### src/rtl/lf_pkg.sv
package lf_pkg;
  typedef enum logic {
    KIND_DATA  = 1'b0,
    KIND_FETCH = 1'b1
  } fill_kind_e;
endpackage

### src/rtl/lf_beat_seq.sv
module lf_beat_seq #(
  parameter int BEATS = 4,
  localparam int IDX_W = $clog2(BEATS)
) (
  input  logic             clk,
  input  logic             rst,
  input  logic             start,
  input  logic             busy,
  input  logic [IDX_W-1:0] crit_idx,
  input  logic             beat_valid,
  output logic             take,
  output logic [IDX_W-1:0] take_idx,
  output logic             take_first,
  output logic             take_last
);
  logic [IDX_W:0] cnt_q;

  always_ff @(posedge clk) begin
    if (rst || start) cnt_q <= '0;
    else if (take)    cnt_q <= cnt_q + 1'b1;
  end

  always_comb begin
    take       = beat_valid && busy && (cnt_q < (IDX_W+1)'(BEATS));
    take_idx   = crit_idx + cnt_q[IDX_W-1:0];
    take_first = (cnt_q == '0);
    take_last  = (cnt_q == (IDX_W+1)'(BEATS-1));
  end
endmodule

### src/rtl/lf_written_mask.sv
module lf_written_mask #(
  parameter int BEATS = 4,
  localparam int IDX_W = $clog2(BEATS)
) (
  input  logic             clk,
  input  logic             rst,
  input  logic             clear,
  input  logic             set_en,
  input  logic [IDX_W-1:0] set_idx,
  output logic [BEATS-1:0] mask
);
  for (genvar b = 0; b < BEATS; b++) begin : g_bit
    logic bit_q;
    always_ff @(posedge clk) begin
      if (rst || clear)                          bit_q <= 1'b0;
      else if (set_en && set_idx == IDX_W'(b))   bit_q <= 1'b1;
    end
    assign mask[b] = bit_q;
  end
endmodule

### src/rtl/lf_hit_guard.sv
module lf_hit_guard #(
  parameter int LINE_W = 27,
  parameter int BEATS  = 4,
  localparam int IDX_W = $clog2(BEATS)
) (
  input  logic              busy,
  input  logic [LINE_W-1:0] fill_line,
  input  logic [BEATS-1:0]  written,
  input  logic              hit_valid,
  input  logic [LINE_W-1:0] hit_line,
  input  logic [IDX_W-1:0]  hit_idx,
  output logic              hit_go
);
  logic same_line;
  always_comb begin
    same_line = busy && (hit_line == fill_line);
    hit_go    = hit_valid && !(same_line && !written[hit_idx]);
  end
endmodule

### src/rtl/line_fill_ctrl.sv
module line_fill_ctrl #(
  parameter int ADDR_W = 32,
  parameter int DATA_W = 64,
  parameter int BEATS  = 4,
  parameter int SET_W  = 7,
  parameter int WAY_W  = 3,
  parameter int TAG_W  = 4,
  localparam int OFF_W    = $clog2(DATA_W/8),
  localparam int IDX_W    = $clog2(BEATS),
  localparam int LINE_LSB = OFF_W + IDX_W,
  localparam int LINE_W   = ADDR_W - LINE_LSB
) (
  input  logic              clk,
  input  logic              rst,
  input  logic              miss_valid,
  output logic              miss_ready,
  input  logic [ADDR_W-1:0] miss_addr,
  input  logic [TAG_W-1:0]  miss_tag,
  input  logic [WAY_W-1:0]  miss_way,
  input  logic              miss_ifetch,
  input  logic              miss_write,
  output logic              mem_req_valid,
  output logic [ADDR_W-1:0] mem_req_addr,
  output logic              mem_req_excl,
  input  logic              mem_beat_valid,
  input  logic [DATA_W-1:0] mem_beat_data,
  output logic              arr_we,
  output logic [SET_W-1:0]  arr_set,
  output logic [WAY_W-1:0]  arr_way,
  output logic [IDX_W-1:0]  arr_beat,
  output logic [DATA_W-1:0] arr_wdata,
  output logic              fwd_valid,
  output logic              fwd_crit,
  output logic [TAG_W-1:0]  fwd_tag,
  output logic [DATA_W-1:0] fwd_data,
  input  logic              hit_valid,
  input  logic [ADDR_W-1:0] hit_addr,
  output logic              hit_go,
  output logic              done_valid,
  output logic [SET_W-1:0]  done_set,
  output logic [WAY_W-1:0]  done_way
);
  import lf_pkg::*;

  logic              busy_q;
  logic [LINE_W-1:0] line_q;
  logic [IDX_W-1:0]  crit_q;
  logic [TAG_W-1:0]  tag_q;
  logic [WAY_W-1:0]  way_q;
  fill_kind_e        kind_q;
  logic              last_q;
  logic              accept;
  logic              take, take_first, take_last;
  logic [IDX_W-1:0]  take_idx;
  logic [BEATS-1:0]  written;
  logic              lf_unused;

  assign lf_unused  = ^{miss_addr[OFF_W-1:0], hit_addr[OFF_W-1:0]};
  assign accept     = miss_valid && !busy_q;
  assign miss_ready = !busy_q;

  lf_beat_seq #(.BEATS(BEATS)) u_seq (
    .clk        (clk),
    .rst        (rst),
    .start      (accept),
    .busy       (busy_q),
    .crit_idx   (crit_q),
    .beat_valid (mem_beat_valid),
    .take       (take),
    .take_idx   (take_idx),
    .take_first (take_first),
    .take_last  (take_last)
  );

  lf_written_mask #(.BEATS(BEATS)) u_mask (
    .clk     (clk),
    .rst     (rst),
    .clear   (accept),
    .set_en  (arr_we),
    .set_idx (arr_beat),
    .mask    (written)
  );

  lf_hit_guard #(.LINE_W(LINE_W), .BEATS(BEATS)) u_guard (
    .busy      (busy_q),
    .fill_line (line_q),
    .written   (written),
    .hit_valid (hit_valid),
    .hit_line  (hit_addr[ADDR_W-1:LINE_LSB]),
    .hit_idx   (hit_addr[LINE_LSB-1:OFF_W]),
    .hit_go    (hit_go)
  );

  // Control path: reset to idle.
  always_ff @(posedge clk) begin
    if (rst) begin
      busy_q        <= 1'b0;
      mem_req_valid <= 1'b0;
      arr_we        <= 1'b0;
      fwd_valid     <= 1'b0;
      fwd_crit      <= 1'b0;
      last_q        <= 1'b0;
      done_valid    <= 1'b0;
    end else begin
      mem_req_valid <= accept;
      arr_we        <= take;
      fwd_valid     <= take && (take_first || kind_q == KIND_FETCH);
      fwd_crit      <= take && take_first;
      last_q        <= take && take_last;
      done_valid    <= arr_we && last_q;
      if (accept)                busy_q <= 1'b1;
      else if (arr_we && last_q) busy_q <= 1'b0;
    end
  end

  // Data path: no reset, qualified by the valids above.
  always_ff @(posedge clk) begin
    if (accept) begin
      line_q       <= miss_addr[ADDR_W-1:LINE_LSB];
      crit_q       <= miss_addr[LINE_LSB-1:OFF_W];
      tag_q        <= miss_tag;
      way_q        <= miss_way;
      kind_q       <= miss_ifetch ? KIND_FETCH : KIND_DATA;
      mem_req_addr <= {miss_addr[ADDR_W-1:OFF_W], {OFF_W{1'b0}}};
      mem_req_excl <= miss_write;
    end
    if (take) begin
      arr_beat  <= take_idx;
      arr_wdata <= mem_beat_data;
      fwd_data  <= mem_beat_data;
    end
  end

  assign arr_set  = line_q[SET_W-1:0];
  assign arr_way  = way_q;
  assign fwd_tag  = tag_q;
  assign done_set = line_q[SET_W-1:0];
  assign done_way = way_q;
endmodule

### config.mk
export PLATFORM = sky130hd
export DESIGN_NAME = line_fill_ctrl
export DESIGN_NICKNAME = d
export VERILOG_FILES = /design/src/rtl/lf_pkg.sv /design/src/rtl/lf_beat_seq.sv /design/src/rtl/lf_written_mask.sv /design/src/rtl/lf_hit_guard.sv /design/src/rtl/line_fill_ctrl.sv
export SDC_FILE = /design/constraint.sdc
export NUM_CORES = 1
export LEC_CHECK = 0
export BUFFER_PORTS_ARGS = -buffer_cell sky130_fd_sc_hd__buf_2
export CAP_MARGIN = 10
export CORE_AREA = 2 2 131 133
export CTS_BUF_LIST = sky130_fd_sc_hd__clkbuf_16
export DETAILED_ROUTE_END_ITERATION = 7
export DIE_AREA = 0 0 133 135
export GPL_ROUTABILITY_DRIVEN = 0
export HOLD_SLACK_MARGIN = 0.03
export PLACE_DENSITY = 0.58
export SLEW_MARGIN = 20
export SYNTH_ARGS = -nofsm -noshare
export SYNTH_HDL_FRONTEND = slang
export SYNTH_HIERARCHICAL = 1
export SYNTH_SLANG_ARGS = --single-unit
export TNS_END_PERCENT = 10
### constraint.sdc
create_clock -name clk -period 4 [get_ports clk]
set_input_delay 0.2 -clock clk [delete_from_list [all_inputs] [get_ports clk]]
set_output_delay 0.2 -clock clk [all_outputs]
set_load 0.1 [all_outputs]
==> flow_summary_export.csv, run 1 <==
group,metric,value,unit
status,status,"completed",
sta,clock.fmax,0.448,GHz
sta,slew_headroom,60.3,%
finish,nNetsFinal,793,
synthesis,synth_top_area_cell,"edfxtp_1",
sta,hold_violations,0,
sta,hold_ws,0.0801,ns
grt,gr-total-overflow,0,
synthesis,synth-seq-area-share,72.3,%
route,vias_per_cell,3.96,
finish,layout-drive-gt1-share,54.9,%
critical_path,rrSetupSlack,2.16,ns
critical_path,critical_path.max_fanout,4,
critical_path,start_kind,"register",
route,drtAntennaViolNets,0,
hold_path,hold_class,"in2reg",
sta,setup_viol,0,
sta,slew_violations,0,
synthesis,synth.area.top_cells,"edfxtp_1, buf_4, dfxtp_1",
pwr,power_leakage,3.29,nW
critical_path,reg2reg_depth,4,
pwr,powerDensity,492,mW/mm²
flow_run,drv_cap,0,
route,wl_per_cell,14.7,µm
die,io_pins,336,
cts,cts-htree-levels,4,
cts,path_clk_slew,0.05,ns
critical_path,worstPathArrival,2.03,ns
synthesis,avgSynthCellArea,16.6,µm²
sta,rsz0062_at_grt,"no",
grt,antenna_found_initial,0,
synthesis,async_flop_share,0,%
synthesis,netlist_area,0.00470,mm²
route,drt_iter0_markers,156,
die,rows,47,
critical_path,rr_startpoint,"busy_q",
synthesis,ys_ff_latch,118,
critical_path,worstSetupPathType,"reg2out",
sta,fin_crit_sh,55.8,%
finish,seqCellArea,0.00340,mm²
sta,worst_clock_skew,0.00690,ns
cts,cts_max_path_buffers,2,
finish,fillers,1435,
critical_path,crit_required,3.80,ns
synthesis,synth_cells,284,
cts,cts_root_buf,"clkbuf_16",
critical_path,regToRegEndpoint,"u_seq/cnt_q[1]",
placement,port_buffers,326,
synthesis,yosys.area.top_type_share,66.4,%
route,drc_errors,0,
cts,clock_sinks,118,
route,dr.pass1.iters,4,
die,start_util,28.7,%
route,routed_wl,12900,µm
cts,cts_tree,"done",
grt,grt_pass1_wl,18700,µm
route,vias,3477,
die,die_y,135,µm
synthesis,ys_types,29,
die,core_area,0.0164,mm²
grt,grt_pass1_vias,3553,
sta,final.min_clock_period,2.23,ns
grt,grt_max_degree,70,
finish,syn_to_final_growth,60.9,%
hold_path,min_to,"busy_q",
die,die_area,0.0180,mm²
finish,antenna_cells,0,
finish,multi_input_area,643,µm²
synthesis,synth-edff-count,104,
hold_path,hold_path_startpoint,"miss_valid",
synthesis,ys_warn_count,6,
die,die_x,133,µm
pwr,ir_drop,0.264,mV
synthesis,synth-main-ff-cell,"edfxtp_1",
sta,setup_tns,0,ns
cts,cts_buffers,17,
placement,place_hpwl,8980,µm
grt,grt_use_total,13.8,%
sta,worst-slew-pin-transition,0.594,ns
hold_path,whs_path_depth,3,
critical_path,cp-end-kind,"primary output",
cts,clk_latency,0.41,ns
==> sequential cells by signal (all words and copies together) (netlist names), 2 cells and up <==
register,flops
line_q,27
u_mask/g_bit.bit_q,4
arr_way,3
fwd_data,64
fwd_tag,4
arr_beat,2
u_seq/cnt_q,3
==> layer usage <==
metal | track usage [%] | vias up | wire length, µm
met5 | 0 | - | 0
met4 | 6.87 | 0 | 292
met3 | 5.26 | 20 | 1020
met2 | 25.2 | 180 | 7020
met1 | 13.9 | 1622 | 4570
li1 | - | 1655 | -
==> per-stage QoR <==
stage / total power [mW] / cell area [µm²] / util, % / worst slack [ns] / cells
floorplan: 2.15 / 4710 / - / 0.951 / 286
global placement: 2.26 / 5980 / 36.4 / 1.95 / 745
detailed placement: 2.27 / 5980 / 36.4 / 1.89 / 745
CTS: 3.78 / 7540 / 46.0 / 1.75 / 878
global route: 3.86 / 7570 / 46.1 / 1.65 / 879
finish: 3.73 / 7570 / 46.1 / 1.77 / 879
==> Yosys cell counts, types with 2 or more instances <==
cell type / number
nor2_1: 3
mux2_4: 2
and3b_1: 2
xnor2_1: 29
nand4_1: 6
inv_1: 4
o21a_1: 4
nor3_1: 2
edfxtp_1: 104
nor4_1: 2
and2_1: 2
ha_1: 4
buf_4: 88
dfxtp_1: 14
nor3b_1: 4
==> logic make-up (layout without fill, tap and decap cells) <==
family,Yosys count,count (layout),synth area share (%)
fa+ha+maj,4,4,1.06
flops,118,118,72.3
xor+xnor,29,29,5.40
other cells,1,3,0.0797
buf+inv,92,465,14.4
mux,3,3,1.12
compound gates,8,8,1.28
simple gates,29,29,4.36
==> area by class of cell <==
class,count,share of cell area (%)
clock buffers,17,5.62
multi-input cells,76,8.50
well taps,220,3.64
inverters,4,0.198
repair buffers,430,35.5
flip-flops and latches,118,45.0
clock inverters,14,1.57
==> layout by cell type, fill, tap and decap left out, drive strengths merged, types with 3 or more instances in the layout <==
cell	n
nor2	3
dlygate4sd3	102
buf	328
xnor2	29
conb	3
edfxtp	104
clkbuf	17
clkinv	9
o21a	4
inv	5
nand4	7
nor3b	4
and3b	3
ha	4
dfxtp	14
==> power breakdown <==
part	switching [mW]	leakage, nW	internal (mW)
sequential	0.0312	1.09	1.41
clock	0.509	0.269	0.893
combinational	0.697	1.94	0.192
==> worst max-delay path: stages, from the launching register on <==
cell and delay, ns:
edfxtp_1 0.44, xnor2_1 0.29, nand4_4 0.12, nor4_1 0.34, a21boi_1 0.13, buf_2 0.31
==> worst max path at each step <==
stage | startpoint | endpoint | slack [ns] | depth (start not counted)
2_1_floorplan | line_q[3] | hit_go | 0.95 | 4
3_3_place_gp | busy_q | fwd_crit | 1.95 | 3
3_5_place_dp | busy_q | last_q | 1.89 | 3
4_1_cts | line_q[3] | hit_go | 1.75 | 5
5_1_grt | line_q[6] | hit_go | 1.65 | 5
6_report | line_q[6] | hit_go | 1.77 | 5
==> what timing repair did <==
item	4_1_cts	5_1_grt
hold buffers	102	0
resized for setup	0	0
setup buffers	0	0
endpoints found under the hold margin	102	0
No activity file was read; power rests on OpenSTA's default activity.
==> inputs of run 2 (changes only) <==
Settings changed: CORE_AREA 2 2 131 133 to 2 2 130 132, DIE_AREA 0 0 133 135 to 0 0 132 134, PLACE_DENSITY 0.58 to 0.61.
Clock period 4 ns to 2 ns, I/O delays scaled along.
==> flow_summary_export.csv, run 2 (synthesis results as in run 1) <==
group,metric,value,unit
finish,layout-drive-gt1-share,56.4,%
critical_path,rrSetupSlack,0.11,ns
pwr,ir_drop,0.511,mV
finish,nNetsFinal,803,
critical_path,reg2reg_depth,5,
cts,cts_tree,"done",
finish,largest_register_ffs,64,
sta,hold_violations,0,
grt,gr-total-overflow,0,
hold_path,hold_class,"in2reg",
cts,path_clk_slew,0.06,ns
critical_path,crit_path_end,"hit_go",
placement,port_buffers,326,
route,drtAntennaViolNets,0,
sta,slew_violations,0,
cts,cts_root_buf,"clkbuf_16",
sta,hold_ws,0.401,ns
die,die_y,134,µm
finish,antenna_cells,0,
sta,setup_tns,0,ns
sta,rsz0062_at_grt,"yes",
cts,clk_latency,0.41,ns
route,wl_per_cell,14.3,µm
cts,cts_max_path_buffers,2,
cts,cts_buffers,17,
route,drc_errors,0,
grt,grt_pass1_vias,3751,
sta,fin_crit_sh,99.3,%
pwr,power_leakage,3.41,nW
die,die_x,132,µm
pwr,clockPowerShare,40.0,%
critical_path,critical_path.max_fanout,2,
critical_path,cp-end-kind,"primary output",
pwr,switching_power,2.52,mW
sta,worst_clock_skew,0.00886,ns
flow_run,drv_cap,0,
pwr,intPower,5.28,mW
pwr,powerDensity,1000,mW/mm²
route,vias,3551,
sta,setup_viol,0,
critical_path,worstPathArrival,1.89,ns
route,dr.pass1.iters,4,
finish,reg.largest.list,"fwd_data (64), line_q (27)",
critical_path,rr_startpoint,"u_seq/cnt_q[0]",
critical_path,crit_required,1.90,ns
pwr,p_sw_share,32.3,%
grt,grt_pass1_wl,18900,µm
sta,clock.fmax,0.503,GHz
finish,layout_common_cells,"buf_2, dlygate4sd3_1, edfxtp_1",
die,io_pins,336,
pwr,comb_power_share,23.2,%
cts,clock_sinks,118,
finish,top_register,"fwd_data",
route,drt_iter0_markers,74,
finish,syn_to_final_growth,65.8,%
pwr,seqPwrFrac,36.8,%
route,routed_wl,12700,µm
placement,place_inst,747,
placement,place_hpwl,9110,µm
cts,cts-htree-levels,4,
grt,grt_max_degree,65,
grt,antenna_found_initial,0,
sta,final.min_clock_period,1.99,ns
finish,final_common_cell,"buf_2",
grt,grt_use_total,14.0,%
finish,final_cells,890,
critical_path,crit_start,"line_q[19]",
finish,fillers,1422,
route,vias_per_cell,3.99,
die,core_area,0.0163,mm²
status,status,"completed",
critical_path,start_kind,"register",
die,rows,47,
pwr,total_power,7.80,mW
critical_path,worstSetupPathType,"reg2out",
die,start_util,28.9,%
critical_path,regToRegEndpoint,"u_seq/cnt_q[2]",
die,die_area,0.0177,mm²
## run 2: cell count changes in the layout (fill, tap and decap cells not counted), moves of 3 or more
cell,delta
dlygate4sd3_1,+5
buf_4,+4
clkinv_1,-4
buf_12,+3
## run 2: how the worst min path moves through the flow
stage,from,endpoint,slack (ns),cells after the start
6_report,mem_beat_data[6],fwd_data[6],0.40,2
5_1_grt,mem_beat_data[60],fwd_data[60],0.38,2
4_1_cts,miss_addr[25],line_q[20],0.37,2
3_5_place_dp,mem_beat_data[34],fwd_data[34],0.28,1
3_3_place_gp,miss_write,mem_req_excl,0.28,1
2_1_floorplan,rst,done_valid,0.17,1
## run 2: power by group through the flow
stage / combinational [mW] / sequential, mW / clock, mW
global placement: 1.63 / 2.91 / 0
detailed placement: 1.64 / 2.92 / 0
floorplan: 0.728 / 3.58 / 0
finish: 1.81 / 2.87 / 3.12
CTS: 1.81 / 2.87 / 3.21
global route: 1.86 / 2.88 / 3.33
## run 2: cell type report
| cell class | count | area, µm² | share of cell area (%) |
|---|---|---|---|
| clock buffer | 17 | 425 | 5.45 |
| clock inverter | 15 | 189 | 2.42 |
| inverter | 4 | 15.0 | 0.192 |
| multi-input combinational | 76 | 697 | 8.93 |
| sequential | 118 | 3400 | 43.6 |
| tap | 220 | 275 | 3.53 |
| timing repair buffer | 440 | 2800 | 35.8 |
## run 2: metal layers
metal | vias up | track usage [%] | wire length (µm)
li1 | 1675 | - | -
met3 | 19 | 5.48 | 1090
met4 | 0 | 6.52 | 262
met5 | - | 0 | 0
met1 | 1662 | 13.7 | 4450
met2 | 195 | 26.0 | 6930
## run 2: worst max-delay path, stage by stage (launching register included)
cell and delay (ns):
edfxtp_1 0.41, xnor2_1 0.33, nand4_4 0.14, nor4_4 0.33
a21boi_4 0.10, buf_12 0.17
## run 2: repair_timing
action / CTS / global route
resized for setup: 6 / 1
endpoints found under the hold margin: 107 / 0
pin swaps: 3 / 3
endpoints found under the setup margin: 1 / 1
hold buffers: 107 / 0
buffers inserted: 4 / 0
## run 2: per-stage QoR
stage,worst slack [ns],area (µm²),utilization [%]
6_report,0.0134,7800,47.9
3_5_place_dp,0.290,6050,37.2
3_3_place_gp,0.324,6050,37.2
5_1_grt,-0.0875,7800,47.9
2_1_floorplan,-0.0455,4760,-
4_1_cts,0.00101,7800,47.9
